===== config.mk =====
export PLATFORM = sky130hd
export DESIGN_NAME = sbyte_spi
export DESIGN_NICKNAME = d
export VERILOG_FILES = /design/src/rtl/sbyte_spi_pkg.sv /design/src/rtl/sbyte_spi_clkdiv.sv /design/src/rtl/sbyte_spi_shifter.sv /design/src/rtl/sbyte_spi_regs.sv /design/src/rtl/sbyte_spi.sv
export SDC_FILE = /design/constraint.sdc
export NUM_CORES = 1
export LEC_CHECK = 0
export ABC_AREA = 1
export BUFFER_PORTS_ARGS = -buffer_cell sky130_fd_sc_hd__buf_4
export CAP_MARGIN = 20
export CORE_MARGIN = 2
export CORE_UTILIZATION = 52
export CTS_CLUSTER_DIAMETER = 30
export DETAILED_ROUTE_END_ITERATION = 8
export GPL_TIMING_DRIVEN = 0
export PLACE_DENSITY = 0.9
export SLEW_MARGIN = 5
export SYNTH_ARGS = -nofsm -noshare
export SYNTH_HDL_FRONTEND = slang
export SYNTH_SLANG_ARGS = --single-unit
export TNS_END_PERCENT = 5

===== constraint.sdc =====
create_clock -name clk -period 2.1 [get_ports clk]
set_clock_uncertainty 0.05 [all_clocks]
set_input_delay 0.63 -clock clk [delete_from_list [all_inputs] [get_ports clk]]
set_output_delay 0.63 -clock clk [all_outputs]
set_load 0.02 [all_outputs]

===== src/rtl/sbyte_spi_pkg.sv =====
package sbyte_spi_pkg;

   localparam int CTRL_OFS  = 0;
   localparam int DATA_OFS  = 4;
   localparam int BUSY_BIT  = 1;
   localparam int START_BIT = 1;
   localparam int LOOP_BIT  = 3;
   localparam int DIV_LSB   = 27;

   // Chip-select n lives on an even control bit.
   function automatic int cs_bit(input int n);
      return 2 * n;
   endfunction

   typedef enum logic [1:0] {
      PH_IDLE = 2'd0,
      PH_LOW  = 2'd1,
      PH_HIGH = 2'd2
   } phase_t;

endpackage


===== src/rtl/sbyte_spi_clkdiv.sv =====
module sbyte_spi_clkdiv #(
   parameter int DIV_W = 5
) (
   input  logic             clk,
   input  logic             rst_n,
   input  logic             run,
   input  logic             clr,
   input  logic [DIV_W-1:0] div,
   output logic             tick
);

   logic [DIV_W-1:0] cnt;

   // >= keeps the count bounded if the divider is lowered mid-phase
   assign tick = run && (cnt >= div);

   always_ff @(posedge clk or negedge rst_n) begin
      if (!rst_n) begin
         cnt <= '0;
      end else if (clr || !run || tick) begin
         cnt <= '0;
      end else begin
         cnt <= cnt + 1'b1;
      end
   end

endmodule


===== src/rtl/sbyte_spi_shifter.sv =====
module sbyte_spi_shifter
   import sbyte_spi_pkg::*;
#(
   parameter int FRAME_BITS = 8
) (
   input  logic                  clk,
   input  logic                  rst_n,
   input  logic                  start,
   input  logic [FRAME_BITS-1:0] tx_byte,
   input  logic                  tick,
   input  logic                  rx_in,
   output logic                  busy,
   output logic                  sck,
   output logic                  mosi,
   output logic [FRAME_BITS-1:0] rx_byte
);

   localparam int CW = (FRAME_BITS > 1) ? $clog2(FRAME_BITS) : 1;
   localparam logic [CW-1:0] LAST_BIT = CW'(FRAME_BITS - 1);

   phase_t                ph;
   logic [FRAME_BITS-1:0] tx_sh;
   logic [FRAME_BITS-1:0] rx_sh;
   logic [CW-1:0]         bcnt;

   assign busy = (ph != PH_IDLE);
   assign mosi = tx_sh[FRAME_BITS-1];

   always_ff @(posedge clk or negedge rst_n) begin
      if (!rst_n) begin
         ph      <= PH_IDLE;
         sck     <= 1'b0;
         tx_sh   <= '0;
         rx_sh   <= '0;
         bcnt    <= '0;
         rx_byte <= '0;
      end else begin
         unique case (ph)
            PH_IDLE: begin
               sck <= 1'b0;
               if (start) begin
                  ph    <= PH_LOW;
                  tx_sh <= tx_byte;
                  bcnt  <= '0;
               end
            end
            PH_LOW: begin
               if (tick) begin
                  sck   <= 1'b1;
                  rx_sh <= {rx_sh[FRAME_BITS-2:0], rx_in};
                  ph    <= PH_HIGH;
               end
            end
            PH_HIGH: begin
               if (tick) begin
                  sck <= 1'b0;
                  if (bcnt == LAST_BIT) begin
                     ph      <= PH_IDLE;
                     rx_byte <= rx_sh;
                  end else begin
                     tx_sh <= {tx_sh[FRAME_BITS-2:0], 1'b0};
                     bcnt  <= bcnt + 1'b1;
                     ph    <= PH_LOW;
                  end
               end
            end
            default: ph <= PH_IDLE;
         endcase
      end
   end

endmodule


===== src/rtl/sbyte_spi_regs.sv =====
module sbyte_spi_regs
   import sbyte_spi_pkg::*;
#(
   parameter int DATA_W     = 32,
   parameter int ADDR_W     = 4,
   parameter int NUM_CS     = 3,
   parameter int DIV_W      = 5,
   parameter int RST_DIV    = 31,
   parameter int FRAME_BITS = 8,
   parameter bit HAS_LOOP   = 1'b1
) (
   input  logic                  clk,
   input  logic                  rst_n,
   input  logic                  wen,
   input  logic [ADDR_W-1:0]     addr,
   input  logic [DATA_W-1:0]     wdata,
   input  logic                  busy,
   input  logic [FRAME_BITS-1:0] rx_byte,
   output logic [DATA_W-1:0]     rdata,
   output logic [NUM_CS-1:0]     cs_lvl,
   output logic                  loop_en,
   output logic [DIV_W-1:0]      div,
   output logic [FRAME_BITS-1:0] tx_byte,
   output logic                  start
);

   localparam logic [ADDR_W-1:0] CTRL_A = ADDR_W'(CTRL_OFS);
   localparam logic [ADDR_W-1:0] DATA_A = ADDR_W'(DATA_OFS);

   logic ctrl_hit;
   logic data_hit;

   assign ctrl_hit = wen && (addr == CTRL_A);
   assign data_hit = wen && (addr == DATA_A);
   assign start    = ctrl_hit && wdata[START_BIT] && !busy;

   for (genvar n = 0; n < NUM_CS; n++) begin : g_cs
      always_ff @(posedge clk or negedge rst_n) begin
         if (!rst_n) begin
            cs_lvl[n] <= 1'b1;
         end else if (ctrl_hit) begin
            cs_lvl[n] <= wdata[cs_bit(n)];
         end
      end
   end

   if (HAS_LOOP) begin : g_loop
      always_ff @(posedge clk or negedge rst_n) begin
         if (!rst_n) begin
            loop_en <= 1'b0;
         end else if (ctrl_hit) begin
            loop_en <= wdata[LOOP_BIT];
         end
      end
   end else begin : g_noloop
      assign loop_en = 1'b0;
   end

   always_ff @(posedge clk or negedge rst_n) begin
      if (!rst_n) begin
         div     <= DIV_W'(RST_DIV);
         tx_byte <= '0;
      end else begin
         if (ctrl_hit) begin
            div <= wdata[DIV_LSB +: DIV_W];
         end
         if (data_hit) begin
            tx_byte <= wdata[FRAME_BITS-1:0];
         end
      end
   end

   always_comb begin
      rdata = '0;
      if (addr == CTRL_A) begin
         rdata[BUSY_BIT] = busy;
         rdata[LOOP_BIT] = loop_en;
         for (int n = 0; n < NUM_CS; n++) begin
            rdata[cs_bit(n)] = cs_lvl[n];
         end
         rdata[DIV_LSB +: DIV_W] = div;
      end else if (addr == DATA_A) begin
         rdata[FRAME_BITS-1:0] = rx_byte;
      end
   end

endmodule


===== src/rtl/sbyte_spi.sv =====
module sbyte_spi
   import sbyte_spi_pkg::*;
#(
   parameter int DATA_W     = 32,
   parameter int ADDR_W     = 4,
   parameter int NUM_CS     = 3,
   parameter int DIV_W      = 5,
   parameter int RST_DIV    = 31,
   parameter int FRAME_BITS = 8,
   parameter bit HAS_LOOP   = 1'b1
) (
   input  logic              clk,
   input  logic              rst_n,
   input  logic              bus_wen,
   input  logic [ADDR_W-1:0] bus_addr,
   input  logic [DATA_W-1:0] bus_wdata,
   output logic [DATA_W-1:0] bus_rdata,
   output logic              spi_sck,
   output logic              spi_mosi,
   input  logic              spi_miso,
   output logic [NUM_CS-1:0] spi_cs
);

   if (DIV_LSB + DIV_W > DATA_W) begin : g_bad_div
      $error("divider field does not fit the control word");
   end
   if (RST_DIV >= (1 << DIV_W) || RST_DIV < 0) begin : g_bad_rst
      $error("reset divider exceeds the divider field");
   end
   if (cs_bit(NUM_CS - 1) >= DIV_LSB) begin : g_bad_cs
      $error("chip-select bits collide with the divider field");
   end
   if (FRAME_BITS < 2 || FRAME_BITS > DATA_W) begin : g_bad_frame
      $error("frame width out of range");
   end
   if (ADDR_W < 3) begin : g_bad_addr
      $error("address too narrow for both register offsets");
   end

   logic                  busy;
   logic                  start;
   logic                  tick;
   logic                  loop_en;
   logic                  rx_in;
   logic [DIV_W-1:0]      div;
   logic [FRAME_BITS-1:0] tx_byte;
   logic [FRAME_BITS-1:0] rx_byte;

   assign rx_in = loop_en ? spi_mosi : spi_miso;

   sbyte_spi_regs #(
      .DATA_W    (DATA_W),
      .ADDR_W    (ADDR_W),
      .NUM_CS    (NUM_CS),
      .DIV_W     (DIV_W),
      .RST_DIV   (RST_DIV),
      .FRAME_BITS(FRAME_BITS),
      .HAS_LOOP  (HAS_LOOP)
   ) u_regs (
      .clk    (clk),
      .rst_n  (rst_n),
      .wen    (bus_wen),
      .addr   (bus_addr),
      .wdata  (bus_wdata),
      .busy   (busy),
      .rx_byte(rx_byte),
      .rdata  (bus_rdata),
      .cs_lvl (spi_cs),
      .loop_en(loop_en),
      .div    (div),
      .tx_byte(tx_byte),
      .start  (start)
   );

   sbyte_spi_clkdiv #(
      .DIV_W(DIV_W)
   ) u_div (
      .clk  (clk),
      .rst_n(rst_n),
      .run  (busy),
      .clr  (start),
      .div  (div),
      .tick (tick)
   );

   sbyte_spi_shifter #(
      .FRAME_BITS(FRAME_BITS)
   ) u_shift (
      .clk    (clk),
      .rst_n  (rst_n),
      .start  (start),
      .tx_byte(tx_byte),
      .tick   (tick),
      .rx_in  (rx_in),
      .busy   (busy),
      .sck    (spi_sck),
      .mosi   (spi_mosi),
      .rx_byte(rx_byte)
   );

endmodule


==> results.md <==
* Critical R2R Capture: u_shift.rx_byte[6]
* Starting DRT DRC Count at 173
* Netlist cell types at 27
* Routed vias at 2253
* Netlist Area Pre-Place at 2640 um^2
* TNS Setup at -0.199 ns
* Synthesized area per cell at 8.31 um^2
* Post-synth top cells: 103 x nand2_1, 44 x dfrtp_1, 36 x inv_1
* Synth Flop Type: dfrtp_1
* Critical R2R Launch: u_regs.div[4]
* CTS Root Cell: clkbuf_8
* Largest net degree at the start of global routing at 53
* Worst skew pair latency at 0.32 ns
* Core Region at 4820 um^2
* Pwr Density at 882 nW/um^2
* Ranking of synthesized cells by area: dfrtp_1 42%, nand2_1 15%, dfstp_2 8.0%
* Drt total wl at 6370 um
* DR vias/cell at 4.97
* Final slew viol count at 0
* Max Freq at 467 MHz
* HP Class: input pin to async pin
* Yosys reg bits at 52
* Longest Clk Path Bufs at 2
* Final instance area at 3310 um^2
* Slew HR at 0.565
* Final GP Congestion at 0.799
* Routed len/inst at 14.1 um
* Sink Count at 52
* Layout cells sized above 1 at 0.288
* Worst R2R Path Depth at 10
* Type of origin of the critical path: input pin
* Worst hold slack at 0.288 ns
* Area after DPL at 3080 um^2
* Area share of the largest cell type after synthesis at 0.417
* YS warnings at 0
* Max-cap violations at 0
* Port bufs at 38
* Vias in the first global route at 2183
* Die area at 5670 um^2
* Hpwl dp at 4190 um
* Gr busiest metal: met2
* Setup WS post-layout at -0.0393 ns
* Data arrival time of the critical path at 1.46 ns
* Final setup viols at 8
* Worst ir drop on vdd at 654 uV
* Async S/R FF share, synth at 1.00
* Min Clock Period, post-route at 2.14 ns
* # diodes at 0
* Placement row count at 25
* CTS buffer count at 5
* Post-CTS Hold Buffers at 0
* Residual DRC at 0
* Die W at 75.3 um
* Outcome: finished with violations
* GR Layer Usage met2 at 0.409
* GR Layer Usage met3 at 0.0509
* Crit Path Category: input pin to output pin
* Reg-to-reg slack, setup at 0.18 ns
* GRT overflow at 0
* CTS clock-pin slew for the worst setup and hold paths at 0.10 ns
* Tcrit/Tclk final at 1.02
* Antenna violations before repair at 0
* Critical Path RT at 1.42 ns
* Number of synthesized flops with an enable pin at 0
* Initial Util at 0.549
* CP Capture Type: output pin
* TritonCTS clock tree: yes
* Die Span Y at 75.3 um
* Worst slew pin tran at 0.653 ns
* Global-route wire length before repair at 10300 um
* Antenna Nets Post-Route at 0
* Lkg Pwr at 1.75 nW
* Failing checks: setup timing
* Crit path from: bus_addr[0]
* Gr usage total at 0.246
* IO Count at 77
* Nets at 433
* Gate Count Post-Synth at 318
* Critical Path End: bus_rdata[4]
* Synth-to-Final Area Change at 25.2%
* DRT Pass-1 Iters at 6
* Sequential share of the synthesized area at 0.496
* Fill count at 364
* Most frequent cell after synthesis: nand2_1
* Hold Fails Final Rpt at 0
* Met1 Usage GRT at 0.309
* H-Tree Depth at 2
* RSZ-0062 raised after global routing: yes
* Leading area contributor after synthesis: dfrtp_1
* Max FO, Critical Path at 5
sequential cells by signal, summed over array words and instances (netlist names), 3 cells and up:
signal           count
u_shift.rx_sh        8
u_div.cnt            5
u_shift.bcnt         3
u_regs.cs_lvl        3
u_regs.tx_byte       8
u_shift.rx_byte      8
u_regs.div           5
u_shift.tx_sh        8
through the flow:
stage                     setup WS, ns  cells   util  power (mW)
final                          -0.0393    453  0.687        2.92
after global routing           -0.0724    453  0.687        3.11
after CTS                     0.000451    453  0.680        2.90
after detailed placement        -0.375    441  0.639        2.30
after global placement          -0.375    441  0.639        2.24
after floorplan                -0.0716    336      -        2.01
cells in the final DEF, fill, tap and decap left out, drive strengths merged:
master	instances
nand2	106
buf	68
dfrtp	44
inv	39
o21ai	34
nor2	23
conb	19
nand3	15
ha	8
dfstp	8
clkbuf	7
o22ai	5
xor2	2
nand4	2
a21oi	1
nor3	1
nand3b	1
mux2i	1
clkinvlp	1
clkinv	1
kinds of logic (layout without fill, tap and decap cells):
family                     Yosys count  in the layout  share of synthesized area
DFF                                 52             52                      0.496
other                                1             19                    0.00142
xor gates and xnor gates             2              2                    0.00663
and+or+nand+nor                    148            148                      0.232
AOI/OAI and AO/OA                   40             40                     0.0895
adders and majority gates            8              8                     0.0379
buffers and inverters               66            116                      0.132
muxes                                1              1                    0.00379
how the worst min path moves through the flow:
stage | slack, ns | end
2_1_floorplan | 0.28 | u_div.cnt[0]
3_3_place_gp | 0.41 | u_shift.rx_byte[7]
3_5_place_dp | 0.41 | u_shift.tx_sh[3]
4_1_cts | 0.30 | u_shift.tx_sh[3]
5_1_grt | 0.33 | u_regs.tx_byte[7]
6_report | 0.29 | u_regs.tx_byte[1]
where the power goes:
| group | total (mW) | leakage (nW) | switching, mW | internal (mW) |
|---|---|---|---|---|
| Sequential | 1.39 | 0.673 | 0.150 | 1.24 |
| Clock | 0.568 | 0.0412 | 0.334 | 0.234 |
| Combinational | 0.958 | 1.04 | 0.622 | 0.337 |
| Total | 2.92 | 1.75 | 1.11 | 1.81 |
cell type report:
cell class	count	area (um^2)	share of cell area
sequential	52	1310	0.396
multi-input combinational	218	1130	0.342
clock inverter	2	12.5	0.00378
buffer	27	214	0.0647
tap	67	83.8	0.0253
clock buffer	6	72.6	0.0219
timing repair buffer	42	338	0.102
inverter	39	146	0.0443
per-layer routing:
metal,vias to the layer above,share of wire
li1,1087,-
met4,0,0.029
met3,18,0.062
met5,-,0
met1,1056,0.39
met2,92,0.52
worst max-delay path, cell delays in order:
cell	delay [ns]
buf_6	0.10
nor2_4	0.11
nand3b_1	0.17
buf_8	0.19
o22ai_4	0.11
buf_6	0.14
timing repair:
item	4_1_cts	5_1_grt
pin swaps	3	1
buffers inserted	3	0
hold endpoints to repair	0	0
setup endpoints to repair	13	15
cloned	1	0
resized for setup	17	9
Note: power is estimated with default switching activity, not from simulation.
